<file path="config.mk">
export PLATFORM = sky130hd
export DESIGN_NAME = jtag_shared_tap
export DESIGN_NICKNAME = d
export VERILOG_FILES = /design/src/rtl/jtag_tap_pkg.sv /design/src/rtl/tap_pin_mux.sv /design/src/rtl/tap_fsm.sv /design/src/rtl/tap_ir.sv /design/src/rtl/tap_dr.sv /design/src/rtl/jtag_shared_tap.sv
export SDC_FILE = /design/constraint.sdc
export NUM_CORES = 1
export LEC_CHECK = 0
export BUFFER_PORTS_ARGS = -buffer_cell sky130_fd_sc_hd__buf_2
export CORE_MARGIN = 4
export CORE_UTILIZATION = 50
export CTS_CLUSTER_SIZE = 12
export DETAILED_ROUTE_END_ITERATION = 7
export PLACE_DENSITY = 0.67
export SLEW_MARGIN = 20
export SYNTH_ARGS = -nofsm -noshare
export SYNTH_HDL_FRONTEND = slang
export SYNTH_SLANG_ARGS = --single-unit
</file>
<file path="constraint.sdc">
create_clock -name tck_i -period 1.9 [get_ports tck_i]
set_input_delay 0.095 -clock tck_i [delete_from_list [all_inputs] [get_ports tck_i]]
set_output_delay 0.095 -clock tck_i [all_outputs]
set_load 0.05 [all_outputs]
</file>
<file path="src/rtl/jtag_tap_pkg.sv">
package jtag_tap_pkg;
  typedef enum logic [3:0] {
    ST_TLR, ST_RTI,
    ST_SEL_DR, ST_CAP_DR, ST_SHIFT_DR, ST_EXIT1_DR, ST_PAUSE_DR, ST_EXIT2_DR, ST_UPD_DR,
    ST_SEL_IR, ST_CAP_IR, ST_SHIFT_IR, ST_EXIT1_IR, ST_PAUSE_IR, ST_EXIT2_IR, ST_UPD_IR
  } tap_state_e;
endpackage

</file>
<file path="src/rtl/tap_pin_mux.sv">
module tap_pin_mux #(
  parameter logic [2:0] TAP_MODE = 3'b000,
  parameter logic [2:0] DBG_MODE = 3'b001
) (
  input  logic [2:0] mode_i,
  input  logic       pin_rst_clk_i,
  input  logic       pin_sel_brk_i,
  output logic       trst_n_o,
  output logic       tms_o,
  output logic       dsclk_o,
  output logic       bkpt_o
);
  always_comb begin
    trst_n_o = 1'b0;   // unused modes: reset held active
    tms_o    = 1'b1;
    dsclk_o  = 1'b0;
    bkpt_o   = 1'b0;
    if (mode_i == TAP_MODE) begin
      trst_n_o = pin_rst_clk_i;
      tms_o    = pin_sel_brk_i;
    end else if (mode_i == DBG_MODE) begin
      trst_n_o = 1'b1;
      dsclk_o  = pin_rst_clk_i;
      bkpt_o   = pin_sel_brk_i;
    end
  end
endmodule

</file>
<file path="src/rtl/tap_fsm.sv">
module tap_fsm import jtag_tap_pkg::*; (
  input  logic       tck_i,
  input  logic       trst_ni,
  input  logic       tms_i,
  output tap_state_e state_o
);
  tap_state_e state_q, state_d;

  always_comb begin
    case (state_q)
      ST_TLR:      state_d = tms_i ? ST_TLR      : ST_RTI;
      ST_RTI:      state_d = tms_i ? ST_SEL_DR   : ST_RTI;
      ST_SEL_DR:   state_d = tms_i ? ST_SEL_IR   : ST_CAP_DR;
      ST_CAP_DR:   state_d = tms_i ? ST_EXIT1_DR : ST_SHIFT_DR;
      ST_SHIFT_DR: state_d = tms_i ? ST_EXIT1_DR : ST_SHIFT_DR;
      ST_EXIT1_DR: state_d = tms_i ? ST_UPD_DR   : ST_PAUSE_DR;
      ST_PAUSE_DR: state_d = tms_i ? ST_EXIT2_DR : ST_PAUSE_DR;
      ST_EXIT2_DR: state_d = tms_i ? ST_UPD_DR   : ST_SHIFT_DR;
      ST_UPD_DR:   state_d = tms_i ? ST_SEL_DR   : ST_RTI;
      ST_SEL_IR:   state_d = tms_i ? ST_TLR      : ST_CAP_IR;
      ST_CAP_IR:   state_d = tms_i ? ST_EXIT1_IR : ST_SHIFT_IR;
      ST_SHIFT_IR: state_d = tms_i ? ST_EXIT1_IR : ST_SHIFT_IR;
      ST_EXIT1_IR: state_d = tms_i ? ST_UPD_IR   : ST_PAUSE_IR;
      ST_PAUSE_IR: state_d = tms_i ? ST_EXIT2_IR : ST_PAUSE_IR;
      ST_EXIT2_IR: state_d = tms_i ? ST_UPD_IR   : ST_SHIFT_IR;
      ST_UPD_IR:   state_d = tms_i ? ST_SEL_DR   : ST_RTI;
      default:     state_d = ST_TLR;
    endcase
  end

  always_ff @(posedge tck_i or negedge trst_ni) begin
    if (!trst_ni) state_q <= ST_TLR;
    else          state_q <= state_d;
  end

  assign state_o = state_q;

  assert_tlr_exit_R1: assert property (@(posedge tck_i) disable iff (!trst_ni)
    (state_q == ST_TLR && !tms_i) |=> state_q == ST_RTI);

  assert_five_ones_R3: assert property (@(posedge tck_i) disable iff (!trst_ni)
    (tms_i && $past(tms_i) && $past(tms_i, 2) && $past(tms_i, 3) && $past(tms_i, 4))
    |=> state_q == ST_TLR);
endmodule

</file>
<file path="src/rtl/tap_ir.sv">
module tap_ir import jtag_tap_pkg::*; #(
  parameter int unsigned      IR_W      = 4,
  parameter logic [IR_W-1:0]  IDCODE_OP = 4'h2
) (
  input  logic            tck_i,
  input  logic            trst_ni,
  input  logic            tdi_i,
  input  tap_state_e      state_i,
  output logic            shift_lsb_o,
  output logic [IR_W-1:0] instr_o
);
  localparam logic [IR_W-1:0] CAPTURE_PAT = {{(IR_W-1){1'b0}}, 1'b1};

  logic [IR_W-1:0] shift_q;
  logic [IR_W-1:0] instr_q;

  always_ff @(posedge tck_i or negedge trst_ni) begin
    if (!trst_ni)                    shift_q <= CAPTURE_PAT;
    else if (state_i == ST_CAP_IR)   shift_q <= CAPTURE_PAT;
    else if (state_i == ST_SHIFT_IR) shift_q <= {tdi_i, shift_q[IR_W-1:1]};
  end

  always_ff @(negedge tck_i or negedge trst_ni) begin
    if (!trst_ni)                  instr_q <= IDCODE_OP;
    else if (state_i == ST_TLR)    instr_q <= IDCODE_OP;
    else if (state_i == ST_UPD_IR) instr_q <= shift_q;
  end

  assign shift_lsb_o = shift_q[0];
  assign instr_o     = instr_q;

  assert_capture_pat_R5: assert property (@(posedge tck_i) disable iff (!trst_ni)
    state_i == ST_CAP_IR |=> shift_q == CAPTURE_PAT);

  assert_tlr_idcode_R3: assert property (@(negedge tck_i) disable iff (!trst_ni)
    state_i == ST_TLR |=> instr_q == IDCODE_OP);
endmodule

</file>
<file path="src/rtl/tap_dr.sv">
module tap_dr import jtag_tap_pkg::*; #(
  parameter int unsigned      IR_W      = 4,
  parameter int unsigned      ID_W      = 32,
  parameter logic [IR_W-1:0]  IDCODE_OP = 4'h2,
  parameter logic [ID_W-1:0]  ID_VALUE  = 32'h4F1C_A02B
) (
  input  logic            tck_i,
  input  logic            trst_ni,
  input  logic            tdi_i,
  input  tap_state_e      state_i,
  input  logic [IR_W-1:0] instr_i,
  output logic            dr_lsb_o
);
  logic            sel_id;
  logic [ID_W-1:0] id_q;
  logic            byp_q;

  // only one defined data instruction; every other code is bypass
  assign sel_id = (instr_i == IDCODE_OP);

  always_ff @(posedge tck_i or negedge trst_ni) begin
    if (!trst_ni) begin
      id_q  <= ID_VALUE;
      byp_q <= 1'b0;
    end else if (state_i == ST_CAP_DR) begin
      id_q  <= ID_VALUE;
      byp_q <= 1'b0;
    end else if (state_i == ST_SHIFT_DR) begin
      if (sel_id) id_q  <= {tdi_i, id_q[ID_W-1:1]};
      else        byp_q <= tdi_i;
    end
  end

  assign dr_lsb_o = sel_id ? id_q[0] : byp_q;

  assert_bypass_capture_R7: assert property (@(posedge tck_i) disable iff (!trst_ni)
    state_i == ST_CAP_DR |=> !byp_q);

  assert_id_capture_R6: assert property (@(posedge tck_i) disable iff (!trst_ni)
    state_i == ST_CAP_DR |=> id_q == ID_VALUE);
endmodule

</file>
<file path="src/rtl/jtag_shared_tap.sv">
module jtag_shared_tap import jtag_tap_pkg::*; #(
  parameter int unsigned      IR_W      = 4,
  parameter int unsigned      ID_W      = 32,
  parameter logic [IR_W-1:0]  IDCODE_OP = 4'h2,
  parameter logic [ID_W-1:0]  ID_VALUE  = 32'h4F1C_A02B
) (
  input  logic       tck_i,
  input  logic       tms_bkpt_i,
  input  logic       trst_dsclk_i,
  input  logic       tdi_i,
  input  logic [2:0] test_mode_i,
  output logic       tdo_o,
  output logic       tdo_oe_o,
  output logic       dsclk_o,
  output logic       bkpt_o
);
  logic            trst_n;
  logic            tms;
  tap_state_e      state;
  logic            ir_lsb;
  logic            dr_lsb;
  logic [IR_W-1:0] instr;
  logic            shift_ir, shift_dr;
  logic            tdo_q, oe_q;

  tap_pin_mux u_mux (
    .mode_i        (test_mode_i),
    .pin_rst_clk_i (trst_dsclk_i),
    .pin_sel_brk_i (tms_bkpt_i),
    .trst_n_o      (trst_n),
    .tms_o         (tms),
    .dsclk_o       (dsclk_o),
    .bkpt_o        (bkpt_o)
  );

  tap_fsm u_fsm (
    .tck_i   (tck_i),
    .trst_ni (trst_n),
    .tms_i   (tms),
    .state_o (state)
  );

  tap_ir #(.IR_W(IR_W), .IDCODE_OP(IDCODE_OP)) u_ir (
    .tck_i       (tck_i),
    .trst_ni     (trst_n),
    .tdi_i       (tdi_i),
    .state_i     (state),
    .shift_lsb_o (ir_lsb),
    .instr_o     (instr)
  );

  tap_dr #(.IR_W(IR_W), .ID_W(ID_W), .IDCODE_OP(IDCODE_OP), .ID_VALUE(ID_VALUE)) u_dr (
    .tck_i    (tck_i),
    .trst_ni  (trst_n),
    .tdi_i    (tdi_i),
    .state_i  (state),
    .instr_i  (instr),
    .dr_lsb_o (dr_lsb)
  );

  assign shift_ir = (state == ST_SHIFT_IR);
  assign shift_dr = (state == ST_SHIFT_DR);

  // output retimed to the falling edge
  always_ff @(negedge tck_i or negedge trst_n) begin
    if (!trst_n) begin
      tdo_q <= 1'b0;
      oe_q  <= 1'b0;
    end else begin
      oe_q <= shift_ir | shift_dr;
      if (shift_ir)      tdo_q <= ir_lsb;
      else if (shift_dr) tdo_q <= dr_lsb;
    end
  end

  assign tdo_o    = tdo_q;
  assign tdo_oe_o = oe_q;

  assert_oe_shift_only_R4: assert property (@(posedge tck_i) disable iff (!trst_n)
    tdo_oe_o |-> (state == ST_SHIFT_IR || state == ST_SHIFT_DR));

  assert_unused_mode_reset_R10: assert property (@(posedge tck_i)
    (test_mode_i != 3'b000 && test_mode_i != 3'b001) |-> (state == ST_TLR && !tdo_oe_o));
endmodule

</file>
==> results of run 1 <==
what timing repair did:
item,CTS,global route
hold buffers,2,0
hold endpoints to repair,2,0
gates cloned,1,0
setup endpoints to repair,41,41
buffers inserted,3,2
gates resized for setup,17,9
pin swaps,6,6
stage by stage:
step	setup slack [ns]	instance area (um^2)	hold WS [ns]
CTS	-0.476	2650	0.0607
detailed placement	-0.487	2440	0.0939
finish	-0.509	2690	0.0805
floorplan	-0.447	2270	0.222
global placement	-0.442	2440	0.0804
global route	-0.556	2690	0.0671
cells in the final DEF (no fill, tap or decap), types with 2 or more instances in the layout:
cell type	count
nor2_1	10
dfrtn_1	5
clkbuf_8	5
and3_1	2
nor3_1	4
nand2_1	77
or3_1	2
nor2b_1	2
nand2_4	2
dlygate4sd3_1	2
dfrtp_1	25
dfstp_2	16
buf_4	24
buf_6	7
a21oi_2	6
nand3_1	22
clkinvlp_4	2
o21ai_0	22
o22ai_1	3
a21oi_1	5
inv_1	3
nand2b_4	2
buf_2	8
layout make-up:
| type | count | area [um^2] |
|---|---|---|
| clock inverter | 4 | 23.8 |
| inverter | 3 | 11.3 |
| timing repair buffer | 42 | 339 |
| multi-input combinational | 182 | 990 |
| clock buffer | 5 | 68.8 |
| fill | 346 | 1450 |
| sequential | 47 | 1200 |
| tap | 50 | 62.6 |
logic make-up (layout without fill, tap and decap cells):
logic type      count (synthesis)  after routing  share of synthesized area
xor+xnor                        1              1                    0.00396
flops                          47             47                      0.541
mux                             1              1                    0.00453
simple gates                  132            133                      0.274
compound gates                 47             47                      0.119
buf+inv                        20             54                     0.0577
per-layer routing:
metal | up-vias | global-route usage
li1 | 904 | -
met5 | - | 0
met2 | 9 | 0.263
met4 | 0 | 0.0652
met1 | 870 | 0.268
met3 | 5 | 0.0365
worst min-delay path by stage:
| stage | slack, ns | cells past startpoint | endpoint |
|---|---|---|---|
| 2_1_floorplan | 0.22 | 2 | u_dr.byp_q$_DFFE_PN0P_ |
| 3_3_place_gp | 0.08 | 2 | u_ir.shift_q[1]$_DFFE_PN0P_ |
| 3_5_place_dp | 0.09 | 2 | u_ir.shift_q[1]$_DFFE_PN0P_ |
| 4_1_cts | 0.06 | 3 | u_dr.byp_q$_DFFE_PN0P_ |
| 5_1_grt | 0.07 | 3 | u_dr.id_q[31]$_DFFE_PN0P_ |
| 6_report | 0.08 | 2 | u_ir.shift_q[0]$_DFFE_PN1P_ |
registers in the layout, summed over array words and instances (netlist names):
signal         cells
u_dr.id_q         32
u_fsm.state_o      4
tdo_oe_o           1
u_dr.byp_q         1
tdo_o              1
u_ir.instr_o       4
u_ir.shift_q       4
worst max-delay path, stage by stage (launching register included):
cell and delay [ns]:
dfstp_2 0.52, nor4b_4 0.24, nor2b_4 0.22, buf_12 0.18, nand2_4 0.05, a21oi_2 0.12
report_power, final:
part | internal [mW] | leakage, nW | total [mW] | switching, mW
clock | 0.259 | 0.0455 | 0.598 | 0.339
combinational | 0.907 | 0.670 | 1.95 | 1.04
sequential | 1.52 | 0.579 | 1.79 | 0.270
==> flow_metrics.env, run 1 <==
export IMPL_track_usage=0.181
export IMPL_coreArea_mm2=0.00414
export IMPL_drv_slew=0
export IMPL_layout_setup_ws_ns=-0.509
export IMPL_synth_most_common_cell="nand2_1"
export IMPL_worst_slew_pin_slew_ns=0.601
export IMPL_via_per_inst=5.37
export IMPL_final_setup_skew_ns=0.0578
export IMPL_finalPower_mw=4.34
export IMPL_hp_class="primary input to asynchronous set/reset pin"
export IMPL_wl_met2_mm=2.08
export IMPL_synth_commonest_cells="nand2_1 (80), dfrtp_1 (26), o21ai_0 (24), nand3_1 (22), dfstp_2 (16)"
export IMPL_ys_ff_latch=47
export IMPL_synth_top_cell_by_area="dfrtp_1"
export IMPL_fin_util=0.650
export IMPL_rrSetupSlack_ns=-0.51
export IMPL_post_place_cells=317
export IMPL_startpoint="u_ir.instr_o[1]$_DFFE_NN1P_"
export IMPL_insertion_delay_ns=0.35
export IMPL_finalNonFillerCells=333
export IMPL_dr_max_layer_used="met4"
export IMPL_drtAntennaViolNets=0
export IMPL_reg2reg_from="u_ir.instr_o[1]$_DFFE_NN1P_"
export IMPL_ios=11
export IMPL_gp_congestion=0.772
export IMPL_r2r_cells=5
export IMPL_yosys_cell_types_count=35
export IMPL_antenna_found_initial=0
export IMPL_synthTopCellsByArea="dfrtp_1 (29%), dfstp_2 (19%), nand2_1 (14%)"
export IMPL_row_count=23
export IMPL_syn_num_nets=255
export IMPL_r2r_end="u_dr.id_q[31]$_DFFE_PN0P_"
export IMPL_postSynthAreaPerCell_um2=8.92
export IMPL_status="complete, but fails checks"
export IMPL_io_buffers=10
export IMPL_firstDrtPassIters=4
export IMPL_crit_type="register to register"
export IMPL_cts_max_path_buffers=2
export IMPL_synth_top_area_share=0.294
export IMPL_violations="setup timing"
export IMPL_clk_pin_slew_worst_paths_ns=0.09
export IMPL_maxCapViolations=0
export IMPL_end_kind="register"
export IMPL_netlist_instances=248
export IMPL_wl_met1_mm=2.37
export IMPL_yosysWarnings=0
export IMPL_fin_setup_tns_ns=-16.49
export IMPL_setup_viol=41
export IMPL_leakage_nw=1.29
export IMPL_diodes=0
export IMPL_grt_pass1_wl_mm=7.66
export IMPL_rsz0062_at_grt="yes"
export IMPL_synth_edff_count=0
export IMPL_drive_gt1_frac=0.307
export IMPL_endpoint="u_dr.id_q[31]$_DFFE_PN0P_"
export IMPL_hpwl_mm=2.87
export IMPL_hold_viol_final=0
export IMPL_areaGrowthSynthToFinish_pct=21.7
export IMPL_cts_buffers=5
export IMPL_cts_sinks=47
export IMPL_synth_area_mm2=0.00221
export IMPL_drc=0
export IMPL_h_tree_depth=2
export IMPL_synthFlopType="dfrtp_1"
export IMPL_crit_path_start_kind="register"
export IMPL_dieArea_mm2=0.00555
export IMPL_cts_root_buf="clkbuf_8"
export IMPL_cts_tree="built"
export IMPL_grt_overflow=0
export IMPL_drt_iter0_markers=113
export IMPL_seq_area_frac_synth=0.541
export IMPL_dr_wl_met3_um=71
export IMPL_grt_start_max_net_pins=34
export IMPL_dr_total_vias=1788
export IMPL_worstPathArrival_ns=2.64
export IMPL_max_slew_margin=0.600
export IMPL_cp_max_fo=32
export IMPL_powerDensity_mw_per_mm2=1610
export IMPL_start_util=0.534
export IMPL_die_h_um=74.5
export IMPL_wire_per_inst_um=13.8
export IMPL_fp_dieW_um=74.5
export IMPL_wirelength_mm=4.58
export IMPL_peakVddDrop_uv=797
export IMPL_layout_nets=289
export IMPL_synthArstFlopShare=1.00
export IMPL_grt_pass1_vias=1599
export IMPL_required_ns=2.13
Note: power is estimated with default switching activity, not from simulation.
==> run 2, diff against run 1 <==
--- a/config.mk
+++ b/config.mk
@@ -8,10 +8,11 @@
 export BUFFER_PORTS_ARGS = -buffer_cell sky130_fd_sc_hd__buf_2
 export CORE_MARGIN = 4
 export CORE_UTILIZATION = 50
-export CTS_CLUSTER_SIZE = 12
+export CTS_CLUSTER_SIZE = 10
 export DETAILED_ROUTE_END_ITERATION = 7
 export PLACE_DENSITY = 0.67
 export SLEW_MARGIN = 20
 export SYNTH_ARGS = -nofsm -noshare
 export SYNTH_HDL_FRONTEND = slang
+export SYNTH_HIERARCHICAL = 1
 export SYNTH_SLANG_ARGS = --single-unit
==> run 2 against run 1 <==
Compared with the run above: non-clock buffer count increased by 6; first-iteration DRC count increased by 7.1%; the run still ends with setup timing left; combinational power grew 31%; critical path type unchanged; sequential cell count did not move; worst setup slack worse by 0.22 ns.
==> flow_metrics.env, run 2 <==
export IMPL_via_per_inst=5.77
export IMPL_finalPower_mw=4.91
export IMPL_fill_cells=347
export IMPL_postSynthAreaPerCell_um2=9.77
export IMPL_seq_area_frac_synth=0.523
export IMPL_required_ns=2.10
export IMPL_row_count=24
export IMPL_fin_setup_tns_ns=-24.23
export IMPL_synth_top_cell_by_area="dfrtp_1"
export IMPL_worst_slew_pin_slew_ns=0.422
export IMPL_peakVddDrop_uv=989
export IMPL_synthTopCellsByArea="dfrtp_1 (28%), dfstp_2 (18%), a21oi_1 (5.5%)"
export IMPL_cts_max_path_buffers=2
export IMPL_hold_viol_final=0
export IMPL_dr_total_vias=1881
export IMPL_track_usage=0.201
export IMPL_cts_sinks=47
export IMPL_end_kind="register"
export IMPL_grtUsageMet3=0.0435
export IMPL_synth_most_common_cell="dfrtp_1"
export IMPL_synth_edff_count=0
export IMPL_leakage_nw=1.27
export IMPL_drv_slew=0
export IMPL_io_buffers=10
export IMPL_drc=0
export IMPL_violations="setup timing"
export IMPL_fp_dieW_um=75.6
export IMPL_place_area_mm2=0.00261
export IMPL_final_cell_mix="buf_4 (26), nand2_1 (23), dfrtp_1 (23), dfstp_2 (16)"
export IMPL_synthArstFlopShare=1.00
export IMPL_synth_area_mm2=0.00229
export IMPL_areaGrowthSynthToFinish_pct=27.4
export IMPL_cp_max_fo=7
export IMPL_rsz0062_at_grt="yes"
export IMPL_gp_congestion=0.781
export IMPL_busiest_layer="met2"
export IMPL_layout_setup_ws_ns=-0.732
export IMPL_max_flop_register="u_dr/id_q"
export IMPL_synthFlopType="dfrtp_1"
export IMPL_wire_per_inst_um=16.0
export IMPL_drt_iter0_markers=121
export IMPL_cts_buffers=5
export IMPL_crit_type="register to register"
export IMPL_drtAntennaViolNets=0
export IMPL_grt_util_met2=0.342
export IMPL_grt_overflow=0
export IMPL_cts_tree="built"
export IMPL_maxCapViolations=0
export IMPL_firstDrtPassIters=4
export IMPL_coreArea_mm2=0.00438
export IMPL_wirelength_mm=5.22
export IMPL_die_h_um=75.6
export IMPL_hpwl_mm=3.25
export IMPL_ios=11
export IMPL_grt_pass1_vias=1865
export IMPL_cts_root_buf="clkbuf_8"
export IMPL_setup_viol=41
export IMPL_hp_class="primary input to asynchronous set/reset pin"
export IMPL_synth_top_area_share=0.285
export IMPL_worstPathArrival_ns=2.83
export IMPL_syn_num_nets=241
export IMPL_final_setup_skew_ns=0.0737
export IMPL_powerDensity_mw_per_mm2=1690
export IMPL_grt_start_max_net_pins=34
export IMPL_fin_util=0.664
export IMPL_timing_hold_ws_ns=0.0301
export IMPL_max_slew_margin=0.719
export IMPL_antenna_found_initial=0
export IMPL_finalNonFillerCells=326
export IMPL_grt_pass1_wl_mm=8.74
export IMPL_ys_ff_latch=47
export IMPL_netlist_instances=234
export IMPL_start_util=0.521
export IMPL_use_met1=0.264
export IMPL_dp_slack_ns=-0.686
export IMPL_layout_nets=280
export IMPL_h_tree_depth=2
export IMPL_crit_path_start_kind="register"
export IMPL_post_place_cells=309
export IMPL_layout_commonest_cell="buf_4"
export IMPL_diodes=0
export IMPL_final_cell_area_mm2=0.00291
export IMPL_status="complete, but fails checks"
export IMPL_yosys_cell_types_count=48
export IMPL_clk_pin_slew_worst_paths_ns=0.09
export IMPL_insertion_delay_ns=0.36
export IMPL_dieArea_mm2=0.00572
export IMPL_largest_reg_flops=32
export IMPL_synth_commonest_cells="dfrtp_1 (26), a21oi_1 (25), o21ai_0 (25), nand2_1 (24)"
export IMPL_yosysWarnings=6
export IMPL_drive_gt1_frac=0.423
==> run 2: cell types whose count changed after synthesis, sizes merged, moves of 4 or more <==
| cell | delta |
|---|---|
| a21oi | +14 |
| nor2 | +5 |
| a211oi | +4 |
| nand2 | -55 |
| nor3 | +7 |
| o211ai | +6 |
| nand3 | -6 |
==> run 2: power by group <==
part	total (mW)	internal [mW]	switching, mW	leakage (nW)
clock	0.601	0.260	0.341	0.0465
sequential	1.75	1.52	0.234	0.574
combinational	2.55	1.21	1.35	0.646
total	4.91	2.99	1.92	1.27
==> run 2: cells by family after synthesis <==
group | after synthesis | synth area share
buffers and inverters | 21 | 0.0602
and+or+nand+nor | 91 | 0.226
DFF | 47 | 0.523
AOI/OAI and AO/OA | 75 | 0.191
==> run 2: layout make-up <==
type | instances | area (um^2) | share of cell area
clock buffers | 6 | 72.6 | 0.0249
clock inverters | 3 | 16.3 | 0.00559
inverters | 4 | 15.0 | 0.00516
multi-input cells | 166 | 1110 | 0.382
flip-flops and latches | 47 | 1200 | 0.412
well taps | 52 | 65.1 | 0.0223
repair buffers | 48 | 429 | 0.147
==> run 2: worst paths after layout <==
check	from	cells after the start	end	slack, ns
max	u_ir/instr_o[1]$_DFFE_NN1P_	4	u_dr/id_q[17]$_DFFE_PN0P_	-0.73
min	test_mode_i[0]	2	u_ir/shift_q[0]$_DFFE_PN1P_	0.03
max reg2reg	u_ir/instr_o[1]$_DFFE_NN1P_	4	u_dr/id_q[17]$_DFFE_PN0P_	-0.73
min reg2reg	tdo_o$_DFFE_NN0P_	1	tdo_o$_DFFE_NN0P_	0.47
max in group asynchronous	trst_dsclk_i	3	u_ir/instr_o[1]$_DFFE_NN1P_	0.45
min in group tck_i	tdi_i	3	u_dr/byp_q$_DFFE_PN0P_	0.07
==> run 2: what timing repair did <==
action                                  in CTS  in global routing
endpoints found under the setup margin      41                 41
cloned                                       1                  0
hold buffers                                 2                  0
gates resized for setup                     20                 17
buffers inserted                             3                  4
pin swaps                                    5                  9
hold endpoints to repair                     3                  0
==> run 2: routing by layer <==
metal  up-vias  share of wire
met2        29           0.50
met5         -              0
met4         0         0.0082
met3         8          0.028
li1        916              -
met1       928           0.46
==> run 2: critical path, stage by stage, from the launching register on <==
cell	delay, ns
dfstp_2	0.52
or4b_4	0.55
nor2_4	0.22
buf_12	0.16
o21ai_2	0.05
